## config.mk

```make
export PLATFORM = sky130hd
export DESIGN_NAME = lrsc_monitor
export DESIGN_NICKNAME = d
export VERILOG_FILES = /design/src/rtl/lrsc_pkg.sv /design/src/rtl/lrsc_arbiter.sv /design/src/rtl/lrsc_link_bank.sv /design/src/rtl/lrsc_word_store.sv /design/src/rtl/lrsc_monitor.sv
export SDC_FILE = /design/constraint.sdc
export NUM_CORES = 1
export LEC_CHECK = 0
export ABC_AREA = 1
export BUFFER_PORTS_ARGS = -buffer_cell sky130_fd_sc_hd__buf_2
export CAP_MARGIN = 20
export CORE_MARGIN = 4
export CORE_UTILIZATION = 30
export DETAILED_ROUTE_END_ITERATION = 8
export SLEW_MARGIN = 20
export SYNTH_ARGS = -nofsm -noshare
export SYNTH_HDL_FRONTEND = slang
export SYNTH_SLANG_ARGS = --single-unit
```

## constraint.sdc

```tcl
create_clock -name clk -period 5.9 [get_ports clk]
set_input_delay 0.295 -clock clk [delete_from_list [all_inputs] [get_ports clk]]
set_output_delay 0.295 -clock clk [all_outputs]
set_load 0.01 [all_outputs]
```

## src/rtl/lrsc_pkg.sv

```systemverilog
package lrsc_pkg;
   typedef enum logic [1:0] {
      OP_LOAD  = 2'b00,
      OP_STORE = 2'b01,
      OP_LR    = 2'b10,
      OP_SC    = 2'b11
   } lrsc_op_e;
endpackage

```

## src/rtl/lrsc_arbiter.sv

```systemverilog
module lrsc_arbiter #(
   parameter int N_PE = 4
) (
   input  logic [N_PE-1:0] req,
   output logic [N_PE-1:0] gnt
);
   // isolate the lowest set bit: lowest index wins
   assign gnt = req & (~req + N_PE'(1));
endmodule

```

## src/rtl/lrsc_link_bank.sv

```systemverilog
module lrsc_link_bank
   import lrsc_pkg::*;
#(
   parameter int N_PE   = 4,
   parameter int ADDR_W = 4
) (
   input  logic                   clk,
   input  logic                   rst,
   input  logic [N_PE-1:0]        gnt,
   input  lrsc_op_e               op,
   input  logic [ADDR_W-1:0]      addr,
   input  logic                   commit,
   input  logic [N_PE-1:0]        ctx_switch,
   output logic [N_PE-1:0]        lr_valid,
   output logic [N_PE-1:0]        hit
);
   logic [ADDR_W-1:0] lr_addr [N_PE];

   for (genvar i = 0; i < N_PE; i++) begin : g_slot
      assign hit[i] = lr_valid[i] && (lr_addr[i] == addr);

      always_ff @(posedge clk) begin
         if (rst) begin
            lr_valid[i] <= 1'b0;
            lr_addr[i]  <= '0;
         end else begin
            if (gnt[i] && op == OP_LR) begin
               lr_valid[i] <= 1'b1;
               lr_addr[i]  <= addr;
            end else if (gnt[i] && op == OP_SC) begin
               lr_valid[i] <= 1'b0;
            end else if (commit && !gnt[i] && hit[i]) begin
               lr_valid[i] <= 1'b0;   // snoop-style invalidation
            end
            if (ctx_switch[i]) lr_valid[i] <= 1'b0;
         end
      end
   end
endmodule

```

## src/rtl/lrsc_word_store.sv

```systemverilog
module lrsc_word_store #(
   parameter int ADDR_W = 4,
   parameter int DATA_W = 32
) (
   input  logic              clk,
   input  logic              rst,
   input  logic [ADDR_W-1:0] addr,
   input  logic              we,
   input  logic [DATA_W-1:0] wdata,
   output logic [DATA_W-1:0] rdata
);
   localparam int DEPTH = 1 << ADDR_W;
   logic [DATA_W-1:0] mem [DEPTH];

   assign rdata = mem[addr];

   always_ff @(posedge clk) begin
      if (rst) begin
         for (int k = 0; k < DEPTH; k++) mem[k] <= '0;
      end else if (we) begin
         mem[addr] <= wdata;
      end
   end
endmodule

```

## src/rtl/lrsc_monitor.sv

```systemverilog
module lrsc_monitor
   import lrsc_pkg::*;
#(
   parameter int N_PE   = 4,
   parameter int ADDR_W = 4,
   parameter int DATA_W = 32
) (
   input  logic                     clk,
   input  logic                     rst,
   input  logic [N_PE-1:0]          req_valid,
   input  logic [2*N_PE-1:0]        req_op,
   input  logic [ADDR_W*N_PE-1:0]   req_addr,
   input  logic [DATA_W*N_PE-1:0]   req_wdata,
   input  logic [N_PE-1:0]          ctx_switch,
   output logic [N_PE-1:0]          grant,
   output logic [N_PE-1:0]          resp_valid,
   output logic [DATA_W-1:0]        resp_data
);
   if (N_PE < 1 || N_PE > 64) begin : g_bad_npe
      $error("lrsc_monitor: N_PE out of range");
   end
   if (ADDR_W < 1 || ADDR_W > 12) begin : g_bad_aw
      $error("lrsc_monitor: ADDR_W out of range");
   end
   if (DATA_W < 1) begin : g_bad_dw
      $error("lrsc_monitor: DATA_W must be positive");
   end

   lrsc_op_e          sel_op;
   logic [ADDR_W-1:0] sel_addr;
   logic [DATA_W-1:0] sel_wdata;
   logic              any_gnt;
   logic              sc_ok;
   logic              commit;
   logic [N_PE-1:0]   lr_valid;
   logic [N_PE-1:0]   hit;
   logic [DATA_W-1:0] rdata;

   lrsc_arbiter #(.N_PE(N_PE)) u_arb (
      .req (req_valid),
      .gnt (grant)
   );

   always_comb begin
      sel_op    = OP_LOAD;
      sel_addr  = '0;
      sel_wdata = '0;
      for (int i = 0; i < N_PE; i++) begin
         if (grant[i]) begin
            sel_op    = lrsc_op_e'(req_op[2*i +: 2]);
            sel_addr  = req_addr[ADDR_W*i +: ADDR_W];
            sel_wdata = req_wdata[DATA_W*i +: DATA_W];
         end
      end
   end

   assign any_gnt = |grant;
   assign sc_ok   = any_gnt && (sel_op == OP_SC) && (|(grant & hit));
   assign commit  = any_gnt && ((sel_op == OP_STORE) || sc_ok);

   lrsc_link_bank #(.N_PE(N_PE), .ADDR_W(ADDR_W)) u_links (
      .clk        (clk),
      .rst        (rst),
      .gnt        (grant),
      .op         (sel_op),
      .addr       (sel_addr),
      .commit     (commit),
      .ctx_switch (ctx_switch),
      .lr_valid   (lr_valid),
      .hit        (hit)
   );

   lrsc_word_store #(.ADDR_W(ADDR_W), .DATA_W(DATA_W)) u_mem (
      .clk   (clk),
      .rst   (rst),
      .addr  (sel_addr),
      .we    (commit),
      .wdata (sel_wdata),
      .rdata (rdata)
   );

   always_ff @(posedge clk) begin
      if (rst) begin
         resp_valid <= '0;
         resp_data  <= '0;
      end else begin
         resp_valid <= grant;
         unique case (sel_op)
            OP_SC:    resp_data <= DATA_W'(sc_ok);
            OP_STORE: resp_data <= '0;
            default:  resp_data <= rdata;
         endcase
      end
   end
endmodule

```

==> results of run 1 <==
[repair_timing]
action | 4_1_cts | 5_1_grt
endpoints found under the setup margin | 0 | 0
endpoints found under the hold margin | 5 | 0
buffers inserted | 0 | 0
hold buffers | 5 | 0
[cells in the final DEF (no fill, tap or decap), types with 11 or more instances in the layout]
cell       Yosys  layout
a21oi_1       44      23
nor2_1       531     526
inv_1         38      38
clkbuf_1     108      15
clkbuf_16      0      59
o21ai_0      117     115
o22ai_1      222     222
buf_2         43     201
nand3_1       85      85
edfxtp_1     528     528
a21oi_2        0      17
dfxtp_1       40      40
a22oi_1       16      16
nor3_1        65      65
buf_4          1      57
nand2_4       10      11
nand2_1      201     186
nand2_2        6      20
[flip-flops by register name, indices dropped and copies added (netlist names)]
name              count
resp_data            32
u_mem.mem           512
resp_valid            4
u_links.lr_addr      16
u_links.lr_valid      4
[layout make-up]
class                   instances  area share
clock buffers                  81     0.05753
clock inverters                27     0.01140
inverters                      45    0.006230
multi-input cells            1355      0.2354
flip-flops and latches        568      0.5882
well taps                    1050     0.04640
repair buffers                266     0.05479
[final timing paths]
path	from	end	slack (ns)	depth (start not counted)
min reg2reg	u_links.lr_valid[1]$_SDFFE_PP0P_	u_links.lr_valid[1]$_SDFFE_PP0P_	0.55	4
max	req_valid[3]	u_mem.mem[11][27]$_SDFFCE_PN0P_	1.72	13
max reg2reg	u_links.lr_addr[0][1]$_SDFFCE_PN0P_	u_mem.mem[5][7]$_SDFFCE_PN0P_	2.94	13
min	rst	resp_valid[3]$_SDFF_PP0_	0.07	2
[worst max-delay path, stage by stage]
cell and delay, ns:
dlygate4sd3_1 0.53, buf_2 0.13, nand3_4 0.11, inv_2 0.09, buf_4 0.30, nand2_1 0.18, nand2_1 0.46, nor2_2 0.24
inv_4 0.72, nor2_1 0.19, nand2_4 0.11, buf_4 0.34, nand2_2 0.56
[metal layers]
layer | share of wire | GRT usage | wire, µm | vias up
li1 | - | - | - | 8014
met1 | 0.40 | 0.2222 | 30350 | 9050
met2 | 0.50 | 0.2944 | 37540 | 848
met3 | 0.071 | 0.02319 | 5358 | 136
met4 | 0.032 | 0.05796 | 2397 | 0
met5 | 0 | 0 | 0 | -
[logic make-up after synthesis]
family,count (synthesis),share of synthesized area
xor gates and xnor gates,3,0.002026
buffers and inverters,223,0.04062
and+or+nand+nor,922,0.1589
DFF,568,0.6915
AOI/OAI and AO/OA,430,0.1070
[report_power, final]
group	switching [mW]	internal [mW]
Combinational	0.818	0.293
Sequential	0.0849	4.65
Clock	1.54	2.23
Total	2.44	7.17
==> reports/qor.csv, run 1 <==
stage,metric,value,unit
global_routing,Global Route Usage Sum,0.1709,
cts,Num CTS Buffers,58,
setup_path,required time of the critical path,6.07,ns
cts,Skew-Pair Late Insertion Delay,0.62,ns
cells_and_area,filler instances,7715,
sta,clk_skew,0.02160,ns
run,Max Cap Viol,0,
cells_and_area,share of cells above drive strength 1,0.1827,
cells_and_area,Reg area,16660,µm²
setup_path,CP Class,in2reg,
global_routing,first-pass GRT wire length,112100,µm
sta,final number of max-transition violations,0,
cells_and_area,number of diodes,0,
sta,final hold vios,0,
synth,Post-synth EDFFs,528,
cts,CTS Sinks,568,
synth,cell with the most instances after synthesis,nor2_1,
routing,drt initial violations,2049,
cts,Worst-path clk slew,0.06,ns
pwr,Pwr per Cell Area,339.4,nW/µm²
sta,Max transition margin,0.2413,
routing,drt drc,0,
global_routing,vias in the first global route,17880,
floorplan,Core ar.,79260,µm²
sta,Final min period,4.176,ns
synth,"flops & latches, synth",568,
placed_design,HPWL Detailed,48870,µm
synth,Syn Area/Cell,11.22,µm²
cells_and_area,Multi-input gate area,6666,µm²
global_routing,grt ovf,0,
cts,H-tree levels,2,
floorplan,Die H,291.4,µm
sta,Tcrit/Tclk final,0.7078,
placed_design,port buffer count,201,
sta,Max Clk Rate,239.5,MHz
global_routing,initial antenna violation count,0,
synth,Commonest cells post-synth,"nor2_1, edfxtp_1, o22ai_1",
cells_and_area,Finished Layout Cells,3392,
placed_design,pre-CTS setup slack,1.212,ns
pwr,Pwr Total,9.612,mW
sta,RSZ-0062 raised after global routing,no,
floorplan,Initial Util,0.3039,
routing,DR pass1 iterations,5,
synth,syn_nets,2308,
cells_and_area,post-layout util,0.3573,
setup_path,Worst Setup End Kind,flip-flop,
placed_design,placed cells,3278,
global_routing,largest net degree at the start of global routing,74,
synth,top-area cell type share of the netlist area,0.6583,
synth,Mapped Cells,2146,
worst_hold_path,Hold WC Path Type,in2reg,
synth,post-synth top area cell,edfxtp_1,
sta,setup ws final,1.724,ns
cts,CTS root buffer,clkbuf_16,
run_status,run status,finished clean,
placed_design,final estimated routing congestion in global placement,0.8970,
sta,worst slew pin tran,1.138,ns
pwr,Leak,10.20,nW
routing,DRT antenna net count,0,
synth,Synth area leaders,"edfxtp_1, nor2_1, o22ai_1, dfxtp_1, nand2_1",
synth,Yosys warnings,0,
routing,detailed-route wire length per cell,22.30,µm
setup_path,WP data arrival,4.34,ns
routing,Detailed Route WL,75650,µm
cells_and_area,Final Net Count,2456,
floorplan,Cell Rows,103,
sta,setup_tns,0,ns
synth,cell area after synthesis,24090,µm²
floorplan,die area,84890,µm²
sta,final hold slack,0.06985,ns
cells_and_area,cell area after layout,28320,µm²
setup_path,Critical Path Start Type,primary input,
cts,PostCTS Resize Cnt,0,
synth,register area share after synthesis,0.6915,
cts,buffer depth of the longest clock path,3,
cells_and_area,Syn-to-layout area delta,17.56,%
setup_path,CP max FO,73,
sta,final setup fails,0,
cts,CTS tree,built,
placed_design,dpl cell area,26270,µm²
synth,share of flip-flops with an asynchronous set or reset,0,
floorplan,Die Span X,291.4,µm
pwr,maximum vdd drop,0.0002081,V
routing,Via Count,18050,
synth,distinct cell type count after synthesis,35,
synth,ys flop type,edfxtp_1,
routing,vias per inst,5.321,
floorplan,io pins,202,
Power figures use the tool's default switching activity.
==> run 2, diff against run 1 <==
==> constraint.sdc (replaced) <==
create_clock -name clk -period 3.4 [get_ports clk]
set_input_delay 0.17 -clock clk [delete_from_list [all_inputs] [get_ports clk]]
set_output_delay 0.17 -clock clk [all_outputs]
set_load 0.01 [all_outputs]
==> reports/qor.csv, run 2 (same netlist as run 1, synthesis figures left out) <==
stage,metric,value,unit,change
cts,CTS tree,built,,unchanged
setup_path,Critical Path Start Type,primary input,,unchanged
routing,drt initial violations,2073,,was 2049
routing,DRT antenna net count,0,,unchanged
routing,Detailed Route WL,77160,µm,was 75650 µm
cts,Worst-path clk slew,0.06,ns,about the same
routing,vias per inst,5.277,,was 5.321
floorplan,io pins,202,,unchanged
cells_and_area,share of cells above drive strength 1,0.2012,,was 0.1827
cells_and_area,cell area after layout,29030,µm²,was 28320 µm²
sta,Tcrit/Tclk final,0.9140,,
cts,Skew-Pair Late Insertion Delay,0.64,ns,was 0.62 ns
floorplan,Cell Rows,103,,unchanged
placed_design,dpl cell area,26880,µm²,was 26270 µm²
floorplan,die area,84890,µm²,unchanged
run,Max Cap Viol,0,,unchanged
cts,CTS Sinks,568,,unchanged
cts,buffer depth of the longest clock path,3,,unchanged
pwr,maximum vdd drop,0.0003702,V,was 0.0002081 V
global_routing,largest net degree at the start of global routing,92,,was 74
sta,worst slew pin tran,0.6398,ns,was 1.138 ns
global_routing,first-pass GRT wire length,115300,µm,was 112100 µm
sta,Max transition margin,0.5709,,was 0.2413
cts,CTS root buffer,clkbuf_16,,unchanged
sta,clk_skew,0.02887,ns,was 0.02160 ns
sta,final number of max-transition violations,0,,unchanged
floorplan,Die Span X,291.4,µm,unchanged
global_routing,grt ovf,0,,unchanged
global_routing,initial antenna violation count,0,,unchanged
run_status,run status,finished clean,,unchanged
routing,drt drc,0,,unchanged
pwr,Pwr per Cell Area,574.2,nW/µm²,was 339.4 nW/µm²
worst_hold_path,Hold WC Path Type,in2reg,,unchanged
pwr,Pwr Total,16.67,mW,was 9.612 mW
placed_design,HPWL Detailed,48520,µm,was 48870 µm
cells_and_area,filler instances,7662,,was 7715
routing,Via Count,18340,,was 18050
setup_path,CP Class,in2reg,,unchanged
placed_design,final estimated routing congestion in global placement,0.8894,,was 0.8970
floorplan,Core ar.,79260,µm²,unchanged
cells_and_area,"Most flops, register",u_mem.mem,,unchanged
cells_and_area,Regs by FF count,"u_mem.mem x512, resp_data x32, u_links.lr_addr x16",,unchanged
pwr,Leak,10.66,nW,was 10.20 nW
floorplan,Initial Util,0.3039,,unchanged
routing,detailed-route wire length per cell,22.20,µm,was 22.30 µm
placed_design,port buffer count,201,,unchanged
setup_path,CP max FO,12,,was 73
cells_and_area,most frequent cells in the layout,"edfxtp_1, nor2_1, o22ai_1",,unchanged
cells_and_area,"commonest non-fill, non-tap cell in the layout",edfxtp_1,,unchanged
sta,Final min period,3.107,ns,
cells_and_area,Syn-to-layout area delta,20.54,%,was 17.56%
routing,DR pass1 iterations,7,,was 5
sta,final hold vios,0,,unchanged
sta,final setup fails,0,,unchanged
cells_and_area,number of flip-flops in the largest register,512,,unchanged
cells_and_area,Final Net Count,2540,,was 2456
setup_path,required time of the critical path,3.69,ns,was 6.07 ns
global_routing,vias in the first global route,18470,,was 17880
cells_and_area,number of diodes,0,,unchanged
floorplan,Die H,291.4,µm,unchanged
setup_path,WP data arrival,3.40,ns,was 4.34 ns
sta,setup_tns,0,ns,unchanged
cts,H-tree levels,2,,unchanged
setup_path,Worst Setup End Kind,flip-flop,,unchanged
cts,Num CTS Buffers,58,,unchanged
sta,Max Clk Rate,321.8,MHz,
global_routing,Global Route Usage Sum,0.1761,,was 0.1709
-- run 2: cell count changes in the layout (fill, tap and decap cells not counted), moves of 4 or more --
cell,change
buf_4,+58
a21oi_1,+21
a21oi_2,-17
buf_12,+14
dlygate4sd3_1,+8
buf_6,+5
a21oi_4,-4
clkbuf_1,-4
-- run 2: metal layers --
layer | vias to the layer above | part of all wire | wire length [µm] | track usage
li1 | 8198 | - | - | -
met1 | 9128 | 0.40 | 30730 | 0.2325
met5 | - | 0 | 0 | 0
met4 | 0 | 0.025 | 1902 | 0.05298
met2 | 906 | 0.49 | 37970 | 0.3009
met3 | 112 | 0.085 | 6555 | 0.02602
-- run 2: worst paths after layout --
path | startpoint | endpoint | slack (ns) | depth (start not counted)
setup / recovery | req_valid[0] | u_mem.mem[2][0]$_SDFFCE_PN0P_ | 0.29 | 21
hold / removal | req_wdata[105] | u_mem.mem[11][9]$_SDFFCE_PN0P_ | 0.07 | 4
setup reg to reg | u_links.lr_addr[3][0]$_SDFFCE_PN0P_ | u_mem.mem[2][0]$_SDFFCE_PN0P_ | 0.96 | 13
hold reg to reg | u_links.lr_valid[2]$_SDFFE_PP0P_ | u_links.lr_valid[2]$_SDFFE_PP0P_ | 0.56 | 4
-- run 2: stage by stage --
stage | util | worst slack, ns | hold slack, ns | cells
floorplan | - | 0.1343 | 0.3242 | 2146
global placement | 0.3391 | 0.05134 | 0.4236 | 3350
detailed placement | 0.3391 | -0.008009 | 0.4316 | 3350
CTS | 0.3654 | 0.1007 | 0.03957 | 3471
global route | 0.3663 | -0.002054 | 0.07697 | 3476
finish | 0.3663 | 0.2925 | 0.07340 | 3476
-- run 2: power breakdown --
group	total (mW)	internal, mW	leakage (nW)	switching [mW]
clock	6.51	3.77	0.950	2.74
combinational	1.96	0.605	4.35	1.36
sequential	8.20	8.05	5.35	0.143
total	16.7	12.4	10.7	4.24
-- run 2: final cells by class --
type	count	area, µm²	area share
multi-input combinational	1355	6556	0.2258
clock buffer	76	1589	0.05473
tap	1050	1314	0.04525
sequential	568	16660	0.5737
timing repair buffer	350	2376	0.08184
clock inverter	32	366.6	0.01263
inverter	45	176.4	0.006076
-- run 2: what timing repair did --
item / CTS / global route
setup buffers: 0 / 5
setup endpoints to repair: 0 / 559
hold endpoints to repair: 8 / 0
hold buffers: 13 / 0
gates resized for setup: 0 / 9
-- run 2: worst max-delay path: stages --
cell,delay (ns)
dlygate4sd3_1,0.53
buf_2,0.17
inv_2,0.12
nand2_1,0.14
nand2_1,0.09
nand2_1,0.05
nand3_1,0.22
nand2_2,0.09
inv_1,0.19
nor2_1,0.06
nor2_1,0.15
nand4_1,0.14
nand2_1,0.10
nor2_1,0.06
nand2_2,0.07
nand2_2,0.07
nor2_4,0.28
buf_4,0.24
nand2_4,0.06
nand2_2,0.09
buf_4,0.28
